===== src/rtl/auxadc_seq.sv =====
module auxadc_seq #(
  parameter int NCH         = 8,
  parameter int AW          = 5,
  parameter int RB_BASE     = 8,
  parameter int FIXED_LO    = 4,
  parameter int CONV_CYCLES = 24
) (
  input  logic          clk,
  input  logic          rst_n,
  input  logic          wr_en,
  input  logic [AW-1:0] addr,
  input  logic [15:0]   wdata,
  output logic [15:0]   rdata,
  input  logic [11:0]   adc_din,
  output logic          irq
);
  localparam int IW = (NCH > 1) ? $clog2(NCH) : 1;
  localparam int CW = $clog2(CONV_CYCLES) + 1;
  localparam logic [AW-1:0] A_PWR = AW'(0);
  localparam logic [AW-1:0] A_CTL = AW'(1);
  localparam logic [AW-1:0] A_IRQ = AW'(2);

  logic              en_q, poll_q, irq_q, busy_q;
  logic [NCH-1:0]    sel_q;
  logic [CW-1:0]     cnt_q;
  logic [IW-1:0]     ch_q, low_ch;
  logic [15:0]       rb_q [NCH];

  always_comb begin
    low_ch = '0;
    for (int i = NCH - 1; i >= 0; i--)
      if (sel_q[i]) low_ch = IW'(i);
  end

  wire start = !busy_q && en_q && poll_q && (|sel_q);
  wire done  = busy_q && en_q && (cnt_q == '0);
  assign irq = irq_q;

  always_ff @(posedge clk) begin
    if (!rst_n) begin
      en_q <= 1'b0; poll_q <= 1'b0; irq_q <= 1'b0; busy_q <= 1'b0;
      sel_q <= '0; cnt_q <= '0; ch_q <= '0;
      for (int i = 0; i < NCH; i++) rb_q[i] <= '0;
    end else begin
      if (wr_en && addr == A_PWR) en_q <= wdata[0];
      if (wr_en && addr == A_CTL && !busy_q) begin
        sel_q  <= wdata[NCH-1:0];
        poll_q <= wdata[15];
      end
      if (wr_en && addr == A_IRQ && wdata[0]) irq_q <= 1'b0;
      for (int i = 0; i < FIXED_LO && i < NCH; i++)
        if (wr_en && addr == AW'(RB_BASE + i)) rb_q[i][15:12] <= wdata[15:12];
      if (start) begin
        busy_q <= 1'b1;
        cnt_q  <= CW'(CONV_CYCLES - 1);
        ch_q   <= low_ch;
      end else if (busy_q) begin
        if (!en_q) busy_q <= 1'b0;
        else if (cnt_q == '0) begin
          busy_q <= 1'b0;
          poll_q <= 1'b0;
          irq_q  <= 1'b1;
          rb_q[ch_q][11:0] <= adc_din;
        end else cnt_q <= cnt_q - 1'b1;
      end
    end
  end

  always_comb begin
    rdata = '0;
    case (addr)
      A_PWR: rdata = {15'd0, en_q};
      A_CTL: rdata = {poll_q, 15'(sel_q)};
      A_IRQ: rdata = {15'd0, irq_q};
      default: for (int i = 0; i < NCH; i++)
                 if (addr == AW'(RB_BASE + i)) rdata = rb_q[i];
    endcase
  end

  a_r2_no_start_disabled: assert property (@(posedge clk) disable iff (!rst_n)
    (!en_q && !busy_q) |=> !busy_q);
  a_r3_poll_clears: assert property (@(posedge clk) disable iff (!rst_n)
    done |=> !poll_q);
  a_r3_cnt_bound: assert property (@(posedge clk) disable iff (!rst_n)
    busy_q |-> (cnt_q < CW'(CONV_CYCLES)));
  a_r7_irq_set: assert property (@(posedge clk) disable iff (!rst_n)
    done |=> irq);
  a_r7_irq_sticky: assert property (@(posedge clk) disable iff (!rst_n)
    (irq && !(wr_en && addr == A_IRQ && wdata[0])) |=> irq);
  a_r8_ctl_frozen: assert property (@(posedge clk) disable iff (!rst_n)
    (busy_q && !done) |=> ($stable(poll_q) && $stable(sel_q)));
  a_r9_abort: assert property (@(posedge clk) disable iff (!rst_n)
    (busy_q && !en_q) |=> (!busy_q && poll_q));

  for (genvar g = FIXED_LO; g < NCH; g++) begin : g_fix
    a_r6_fixed_zero: assert property (@(posedge clk) disable iff (!rst_n)
      rb_q[g][15:12] == 4'd0);
  end
endmodule


===== config.mk =====
export PLATFORM = sky130hd
export DESIGN_NAME = auxadc_seq
export DESIGN_NICKNAME = d
export VERILOG_FILES = /design/src/rtl/auxadc_seq.sv
export SDC_FILE = /design/constraint.sdc
export NUM_CORES = 1
export LEC_CHECK = 0
export ABC_AREA = 1
export BUFFER_PORTS_ARGS = -buffer_cell sky130_fd_sc_hd__buf_2
export CORE_ASPECT_RATIO = 1.1
export CORE_MARGIN = 10
export CORE_UTILIZATION = 45
export CTS_CLUSTER_DIAMETER = 200
export CTS_CLUSTER_SIZE = 10
export DETAILED_ROUTE_END_ITERATION = 16
export GPL_ROUTABILITY_DRIVEN = 0
export PLACE_DENSITY = 0.63
export REMOVE_ABC_BUFFERS = 1
export SYNTH_ARGS = -nofsm -noshare
export SYNTH_HDL_FRONTEND = slang
export SYNTH_SLANG_ARGS = --single-unit

===== constraint.sdc =====
create_clock -name clk -period 2.1 [get_ports clk]
set_input_delay 0.315 -clock clk [delete_from_list [all_inputs] [get_ports clk]]
set_output_delay 0.315 -clock clk [all_outputs]
set_load 0.01 [all_outputs]

==> metrics <==
outcome=finished, final reports clean; Warnings, synthesis=0; Setup Crit Path Kind=in -> out; I/O Buffers=48; FP Rows=44; Top FF cell, synth=edfxtp_1; Initial Util=0.4618; cell taking the most area after synthesis=edfxtp_1; unrepaired setup endpoints after global routing=false; DR iter-0 viols=369; share of layout cells above drive strength 1=0.1927; Final Core Density=0.5666; CTS buffer count=17; chip height=142.4 um; total power=6.080 mW; Max Freq=501.1 MHz; Hold Path Depth=3; hold path start=wdata[6]; relative slew slack=0.6896; Final min period=1.996 ns; Area growth, synth to finish=22.69%; CP Capture Type=output port; syn_area_per_cell=9.269 um^2; Worst Hold Class=in -> reg; Skew-Pair Late Insertion Delay=0.41 ns; H-tree Lvls=4; pre-CTS setup slack=-0.0008935 ns; total number of vias=4864; EDFF count, synth=112; Yosys cell types=33; CP max FO=20; Congestion Overflow GR=0; core area=13270 um^2; asr flop ratio synth=0; Tcrit/Tclk final=0.9502; post-DP HPWL=11390 um; initial antenna violation count=0; CTS tree=yes; final worst setup slack=0.1045 ns; Worst VDD drop=0.5622 mV; ranking of synthesized cells by area=edfxtp_1 (55%), nor2_1 (9.6%), nand2_1 (8.5%); FF-to-FF setup slack=0.14 ns; Final nets=787; Reg2Reg Capture Point=rb_q[1][1]$_SDFFCE_PN0P_; reg-to-reg startpoint=cnt_q[0]$_SDFFE_PN0P_; Gate Count Post-Synth=661; DRT antenna net count=0; GRT Util Overall=0.1686; flop and latch count out of synthesis=133; Max-cap violations=0; placed insts=914; Crit path arrival time=1.68 ns; first-pass GRT wire length=24970 um; Clk pin slew, worst setup/hold paths=0.05 ns; Die Area=18690 um^2; crit-path max cell delay=0.19 ns; Synth top area share=0.5489; # setup viols final=0; crit start category=input pin; Leak=3.197 nW; mean number of vias per cell=5.136; Worst Skew=0.008179 ns; Clock Path Buffers=2; DR pass1 iterations=5; Final Max Slew Viols=0; critical-path cell list=buf_2 -> nor2_1 -> buf_4 -> buf_4 -> nand4_1 -> nand3_1 -> nor2_2 -> nand4_1 -> nand2_1 -> nand2_1 -> buf_2; Buf/Inv on CP=4; slowest cell on the critical path=buf_4; Layout Cells excl Fill=947; PD cells=808.8 nW/um^2; synthesized area=6127 um^2; largest net degree at the start of global routing=21; # fillers=1179; routed len/inst=16.32 um; Antenna Cells=0; CP Data Required Time=1.78 ns; Worst Tran Pin Value=0.4646 ns; vias in the first global route=4883; CTS Sinks=133; CTS root buffer=clkbuf_16; delay-heaviest family, CP=simple AND/OR/NAND/NOR gates; sequential-to-total area share from yosys stat=0.6175; I/O pins=53; drc violations=0; Min-Delay Endpoint=sel_q[6]$_SDFFE_PN0N_; Final Hold Fails=0; Die X=131.3 um; cell depth of the worst flop-to-flop path=10; routed wire length=15450 um
cells by family (layout without fill, tap and decap cells):
group           after synthesis  count (layout)  synth area share
simple gates                376             376            0.2620
xor+xnor                      2               2          0.002859
compound gates               60              60           0.05473
fa+ha+maj                     1               1          0.002042
flops                       133             133            0.6175
buf+inv                      89             191           0.06085
sequential cells by signal (all words and copies together), names as in the netlist:
signal  flops
irq         1
busy_q      1
poll_q      1
sel_q       8
ch_q        3
rb_q      112
en_q        1
cnt_q       6
cells in the final DEF (no fill, tap or decap), types with 4 or more instances in the layout:
cell type	Yosys	routed
edfxtp_1	112	112
inv_2	4	5
a21oi_1	21	17
o22ai_1	4	4
a31oi_1	4	4
nand4_1	34	34
inv_1	60	59
or2_0	6	6
nand3_1	23	23
buf_12	0	9
dfxtp_1	21	21
o21ai_0	23	23
nor2_1	157	152
buf_4	0	39
a21oi_2	0	4
nand2_1	139	138
buf_2	13	47
nor2_2	1	5
clkbuf_16	0	17
clkinv_1	0	4
nand2_2	5	6
power breakdown:
group | internal (mW) | switching [mW]
clock | 1.72 | 1.04
combinational | 0.122 | 0.236
sequential | 2.94 | 0.0228
timing repair:
item	4_1_cts	5_1_grt
cloned	0	0
setup endpoints to repair	1	84
setup buffers	0	1
gates resized for setup	1	13
hold buffers	0	0
pin swaps	0	1
cell usage after synthesis (all sizes together), types with 3 or more instances:
cell type    n
a31oi        4
clkbuf       9
nor3         4
dfxtp       21
a21oi       21
edfxtp     112
nand3       24
nand2      144
buf         16
o22ai        4
nand4       34
nor2       160
o221ai       3
inv         64
o21ai       25
or2          7
worst reg2reg max path, delay by kind of cell, from the launching register on:
| family | cells | cell delay [ns] |
|---|---|---|
| adder cells (fa/ha/maj) | 1 | 0.23 |
| flip-flops | 1 | 0.31 |
| buffers and inverters | 4 | 0.41 |
| AND/OR/NAND/NOR | 5 | 0.71 |
metal layers:
metal	routed length [um]	global-route usage
met5	0	0
met4	382	0.07381
met2	7553	0.2796
met3	810	0.03814
met1	6705	0.2077
metrics by stage:
stage | TNS (ns) | area (um^2) | hold WS, ns
final | 0 | 7517 | 0.1860
after global routing | 0 | 7517 | 0.1900
after CTS | 0 | 7476 | 0.1702
after detailed placement | -0.0008935 | 6923 | 0.4554
after global placement | 0 | 6923 | 0.4551
after floorplan | -10.16 | 5995 | 0.4126
cell type report:
type / instances / area [um^2] / area share
multi-input cells: 439 / 2006 / 0.2668
well taps: 184 / 230.2 / 0.03063
inverters: 64 / 240.2 / 0.03196
clock buffers: 20 / 436.7 / 0.05809
repair buffers: 95 / 708.2 / 0.09421
flip-flops and latches: 133 / 3784 / 0.5033
clock inverters: 12 / 112.6 / 0.01498
worst max-delay path by stage:
stage	start	to	slack, ns	depth (start not counted)
6_report	addr[4]	rdata[1]	0.10	11
5_1_grt	cnt_q[0]$_SDFFE_PN0P_	rb_q[1][1]$_SDFFCE_PN0P_	0.002	10
4_1_cts	addr[3]	rdata[1]	0.01	10
3_5_place_dp	addr[3]	rdata[10]	-0.0009	12
3_3_place_gp	addr[0]	rdata[8]	0.06	10
2_1_floorplan	addr[2]	rb_q[3][12]$_SDFFCE_PN0P_	-0.58	5
No activity file was read; power rests on OpenSTA's default activity.
